## src/rtl/radio_irq_pkg.sv

```systemverilog
package radio_irq_pkg;
  localparam int unsigned NUM_SRC = 8;
  localparam int unsigned DATA_W  = 8;
  localparam int unsigned ADDR_W  = 4;

  // fixed source bit positions
  typedef enum logic [2:0] {
    SRC_PLL_LOCK   = 3'd0,
    SRC_PLL_UNLOCK = 3'd1,
    SRC_RX_START   = 3'd2,
    SRC_RX_DONE    = 3'd3,
    SRC_ED_DONE    = 3'd4,
    SRC_ADDR_MATCH = 3'd5,
    SRC_TX_DONE    = 3'd6,
    SRC_WAKE       = 3'd7
  } irq_src_e;
endpackage

```

## src/rtl/radio_irq_regif.sv

```systemverilog
module radio_irq_regif #(
  parameter int unsigned N         = 8,
  parameter int unsigned AW        = 4,
  parameter int unsigned BASE_ADDR = 0
) (
  input  logic          wr_i,
  input  logic          rd_i,
  input  logic [AW-1:0] addr_i,
  input  logic [N-1:0]  mask_i,
  input  logic [N-1:0]  status_i,
  output logic          mask_we_o,
  output logic          stat_we_o,
  output logic [N-1:0]  rdata_o
);
  localparam logic [AW-1:0] MaskAddr = AW'(BASE_ADDR);
  localparam logic [AW-1:0] StatAddr = AW'(BASE_ADDR + 1);

  logic hit_mask, hit_stat;

  assign hit_mask  = (addr_i == MaskAddr);
  assign hit_stat  = (addr_i == StatAddr);
  assign mask_we_o = wr_i & hit_mask;
  assign stat_we_o = wr_i & hit_stat;

  always_comb begin
    rdata_o = '0;
    if (rd_i) begin
      if (hit_mask)      rdata_o = mask_i;
      else if (hit_stat) rdata_o = status_i;
    end
  end
endmodule

```

## src/rtl/radio_irq_mask.sv

```systemverilog
module radio_irq_mask #(
  parameter int unsigned N = 8
) (
  input  logic         clk_i,
  input  logic         rst_ni,
  input  logic         we_i,
  input  logic [N-1:0] wdata_i,
  output logic [N-1:0] mask_o
);
  always_ff @(posedge clk_i or negedge rst_ni) begin
    if (!rst_ni)   mask_o <= '0;
    else if (we_i) mask_o <= wdata_i;
  end
endmodule

```

## src/rtl/radio_irq_status.sv

```systemverilog
module radio_irq_status #(
  parameter int unsigned N = 8
) (
  input  logic         clk_i,
  input  logic         rst_ni,
  input  logic [N-1:0] evt_i,
  input  logic [N-1:0] ack_i,
  input  logic         we_i,
  input  logic [N-1:0] wdata_i,
  output logic [N-1:0] status_o
);
  logic [N-1:0] clr;

  assign clr = (we_i ? wdata_i : '0) | ack_i;

  for (genvar g = 0; g < N; g++) begin : g_bit
    always_ff @(posedge clk_i or negedge rst_ni) begin
      if (!rst_ni)         status_o[g] <= 1'b0;
      else if (evt_i[g])   status_o[g] <= 1'b1; // event beats clear
      else if (clr[g])     status_o[g] <= 1'b0;
    end
  end
endmodule

```

## src/rtl/radio_irq_reqgen.sv

```systemverilog
module radio_irq_reqgen #(
  parameter int unsigned N = 8
) (
  input  logic         clk_i,
  input  logic         rst_ni,
  input  logic [N-1:0] status_i,
  input  logic [N-1:0] mask_i,
  output logic [N-1:0] irq_o
);
  always_ff @(posedge clk_i or negedge rst_ni) begin
    if (!rst_ni) irq_o <= '0;
    else         irq_o <= status_i & mask_i;
  end
endmodule

```

## src/rtl/radio_irq_ctrl.sv

```systemverilog
module radio_irq_ctrl #(
  parameter int unsigned N         = radio_irq_pkg::NUM_SRC,
  parameter int unsigned AW        = radio_irq_pkg::ADDR_W,
  parameter int unsigned BASE_ADDR = 0
) (
  input  logic          clk_i,
  input  logic          rst_ni,
  input  logic [N-1:0]  evt_i,
  input  logic [N-1:0]  ack_i,
  input  logic          reg_wr_i,
  input  logic          reg_rd_i,
  input  logic [AW-1:0] reg_addr_i,
  input  logic [N-1:0]  reg_wdata_i,
  output logic [N-1:0]  reg_rdata_o,
  output logic [N-1:0]  irq_o
);
  logic [N-1:0] mask_q, status_q;
  logic         mask_we, stat_we;

  radio_irq_regif #(.N(N), .AW(AW), .BASE_ADDR(BASE_ADDR)) u_regif (
    .wr_i      (reg_wr_i),
    .rd_i      (reg_rd_i),
    .addr_i    (reg_addr_i),
    .mask_i    (mask_q),
    .status_i  (status_q),
    .mask_we_o (mask_we),
    .stat_we_o (stat_we),
    .rdata_o   (reg_rdata_o)
  );

  radio_irq_mask #(.N(N)) u_mask (
    .clk_i   (clk_i),
    .rst_ni  (rst_ni),
    .we_i    (mask_we),
    .wdata_i (reg_wdata_i),
    .mask_o  (mask_q)
  );

  radio_irq_status #(.N(N)) u_status (
    .clk_i    (clk_i),
    .rst_ni   (rst_ni),
    .evt_i    (evt_i),
    .ack_i    (ack_i),
    .we_i     (stat_we),
    .wdata_i  (reg_wdata_i),
    .status_o (status_q)
  );

  radio_irq_reqgen #(.N(N)) u_req (
    .clk_i    (clk_i),
    .rst_ni   (rst_ni),
    .status_i (status_q),
    .mask_i   (mask_q),
    .irq_o    (irq_o)
  );
endmodule

```

## config.mk

```make
export PLATFORM = sky130hd
export DESIGN_NAME = radio_irq_ctrl
export DESIGN_NICKNAME = d
export VERILOG_FILES = /design/src/rtl/radio_irq_pkg.sv /design/src/rtl/radio_irq_regif.sv /design/src/rtl/radio_irq_mask.sv /design/src/rtl/radio_irq_status.sv /design/src/rtl/radio_irq_reqgen.sv /design/src/rtl/radio_irq_ctrl.sv
export SDC_FILE = /design/constraint.sdc
export NUM_CORES = 1
export LEC_CHECK = 0
export CAP_MARGIN = 0
export CORE_MARGIN = 2
export CORE_UTILIZATION = 40
export CTS_BUF_LIST = sky130_fd_sc_hd__clkbuf_4 sky130_fd_sc_hd__clkbuf_8 sky130_fd_sc_hd__clkbuf_16
export CTS_CLUSTER_SIZE = 25
export DETAILED_ROUTE_END_ITERATION = 6
export GPL_TIMING_DRIVEN = 1
export HOLD_SLACK_MARGIN = 0.05
export PLACE_DENSITY = 0.83
export SLEW_MARGIN = 20
export SYNTH_ARGS = -nofsm -noshare
export SYNTH_HDL_FRONTEND = slang
export SYNTH_SLANG_ARGS = --single-unit
```

## constraint.sdc

```tcl
create_clock -name clk_i -period 1.3 [get_ports clk_i]
set_clock_uncertainty 0.15 [all_clocks]
set_input_delay 0.13 -clock clk_i [delete_from_list [all_inputs] [get_ports clk_i]]
set_output_delay 0.13 -clock clk_i [all_outputs]
set_load 0.03 [all_outputs]
```

==> results.sh <==
export IMPL_num_vias=929
export IMPL_cp_start_kind="register"
export IMPL_io_pins=48
export IMPL_syn_num_nets=117
export IMPL_maxSlewViolCount=0
export IMPL_firstDrtPassIters=4
export IMPL_r2r_cells=2
export IMPL_avgSynthCellArea_sq_um=12.45
export IMPL_cts_tree="done"
export IMPL_max_freq_mhz=708.0
export IMPL_worst_slack_ns=-0.1123
export IMPL_nets=182
export IMPL_grt_pass1_wl_mm=4.657
export IMPL_wl_per_cell_um=15.87
export IMPL_mostFrequentLayoutCell="clkdlybuf4s50_1"
export IMPL_die_height_um=55.44
export IMPL_cp_end_kind="output port"
export IMPL_clk_insertion_delay_late_ns=0.32
export IMPL_synth_cell_type_count=13
export IMPL_finalWirelength_mm=2.840
export IMPL_r2r_slack_ns=0.22
export IMPL_grt_max_degree=25
export IMPL_cts_buffers=3
export IMPL_hold_class="in -> reg"
export IMPL_clk_path_buf_depth=2
export IMPL_grt_pass1_vias=1012
export IMPL_path_max_fanout=3
export IMPL_core_sq_um=2500
export IMPL_clkTransAtPathRegs_ns=0.13
export IMPL_hp_start="evt_i[4]"
export IMPL_antenna_found_initial=0
export IMPL_drc=0
export IMPL_layout_drive_gt1_share_pct=48.99
export IMPL_rsz0062_at_grt="yes"
export IMPL_cp_startpoint="u_mask.mask_o[7]"
export IMPL_layout_common_cells="clkdlybuf4s50_1 (26), dfrtp_1 (24), buf_6 (11), buf_4 (11)"
export IMPL_r2r_start="u_mask.mask_o[0]"
export IMPL_hold_ws_ns=0.2219
export IMPL_final_core_util_pct=71.82
export IMPL_port_buffers=47
export IMPL_grtUsageTotal_pct=19.64
export IMPL_setup_violations=9
export IMPL_timing_final_crit_period_ns=1.412
export IMPL_placementRows=18
export IMPL_outcome="complete, but fails checks"
export IMPL_yosys_warnings=0
export IMPL_ctsHtreeMaxLevel=1
export IMPL_ys_ff_latch=24
export IMPL_start_util_pct=42.34
export IMPL_final_cells=179
export IMPL_r2r_end="u_mask.mask_o[0]"
export IMPL_setup_tns_ns=-0.7984
export IMPL_hold_end="u_status.status_o[4]"
export IMPL_min_delay_path_depth=2
export IMPL_syn_area_sq_um=1059
export IMPL_violations="negative setup slack"
export IMPL_drtIter0Drc=8
export IMPL_worstPathRequired_ns=1.02
export IMPL_clock_sinks=24
export IMPL_path_class="reg -> out"
export IMPL_leakage_nw=0.7979
export IMPL_netlist_instances=85
export IMPL_dieArea_sq_um=3074
export IMPL_synthToLayoutAreaGrowth_pct=69.62
export IMPL_ant_nets=0
export IMPL_maxCapViolations=0
export IMPL_tightest_slew_ns=0.2905
export IMPL_dp_hpwl_mm=1.924
export IMPL_max_slew_margin_pct=80.60
export IMPL_die_w_um=55.44
export IMPL_min_period_over_period_pct=108.6
export IMPL_dp_cells=166
export IMPL_ctsRootBufferMaster="clkbuf_4"
export IMPL_cp_data_arrival_time_ns=1.13
export IMPL_p_per_area_nw_per_um2=1044
export IMPL_gp_congestion=0.7331
export IMPL_grt_overflow_total=0
export IMPL_hold_viol=0
export IMPL_antennaDiodeCount=0
export IMPL_via_per_inst=5.190
export IMPL_peakVddDrop_v=0.0009843
export IMPL_yosysSeqAreaShare_pct=56.74
## cells in the mapped netlist (all sizes together)
library cell	instances	area share, %
a22oi	8	5.7
a31o	8	6.6
and2	8	4.7
buf	2	1.1
dfrtp	24	57
inv	8	2.8
mux2	8	8.5
nand2	1	1.1
nand3	8	3.8
nor2b	8	4.7
nor4	1	2.0
nor4b	1	2.2
## layer usage
| metal | vias up | track usage (%) | wire, um |
|---|---|---|---|
| li1 | 436 | - | - |
| met1 | 459 | 23.71 | 1089 |
| met2 | 29 | 34.35 | 1574 |
| met3 | 5 | 3.981 | 131 |
| met4 | 0 | 7.317 | 44 |
| met5 | - | 0 | 0 |
## logic make-up (layout without fill, tap and decap cells)
| logic type | after synthesis | in the layout | share of synthesized area, % |
|---|---|---|---|
| muxes | 8 | 8 | 8.511 |
| buffers and inverters | 10 | 74 | 3.901 |
| AOI/OAI and AO/OA | 16 | 16 | 12.29 |
| and+or+nand+nor | 27 | 27 | 18.56 |
| DFF | 24 | 24 | 56.74 |
## report_power, final
group	internal, mW	switching (mW)
registers	0.865	0.0754
clock network	0.171	0.233
logic	0.287	0.243
total	1.32	0.551
## flip-flops by register name, indices dropped and copies added, names as in the netlist
| name | count |
|---|---|
| u_mask.mask_o | 8 |
| u_req.irq_o | 8 |
| u_status.status_o | 8 |
## worst max path at each step
stage	endpoint	slack (ns)	depth (start not counted)
floorplan	reg_rdata_o[5]	-0.1	4
global placement	u_mask.mask_o[4]	-0.51	5
detailed placement	u_mask.mask_o[7]	-0.55	5
CTS	reg_rdata_o[3]	-0.19	6
global route	reg_rdata_o[3]	-0.17	6
finish	reg_rdata_o[7]	-0.11	3
## worst max-delay path, stage by stage (launching register included)
cell and delay (ns):
dfrtp_1 0.43, a22oi_2 0.19, nor2b_2 0.06, buf_6 0.13
## metrics by stage
| step | power [mW] | instance area [sq um] | setup slack (ns) |
|---|---|---|---|
| after floorplan | 1.170 | 1079 | -0.09508 |
| after detailed placement | 1.449 | 1625 | -0.5504 |
| after global placement | 1.429 | 1625 | -0.5142 |
| after global routing | 1.962 | 1795 | -0.1689 |
| final | 1.874 | 1795 | -0.1123 |
| after CTS | 1.860 | 1765 | -0.1944 |
## layout make-up
| type | count | area (sq um) |
|---|---|---|
| inverters | 8 | 30.03 |
| fillers | 190 | 704.4 |
| clock buffers | 4 | 36.28 |
| flip-flops and latches | 24 | 600.6 |
| well taps | 30 | 37.54 |
| repair buffers | 62 | 614.3 |
| multi-input cells | 51 | 476.7 |
## timing repair
item,4_1_cts,5_1_grt
cloned,1,0
hold buffers,1,0
setup endpoints to repair,32,21
buffers inserted,5,3
pin swaps,1,7
endpoints found under the hold margin,24,0
gates resized for setup,49,28
Power figures use the tool's default switching activity.
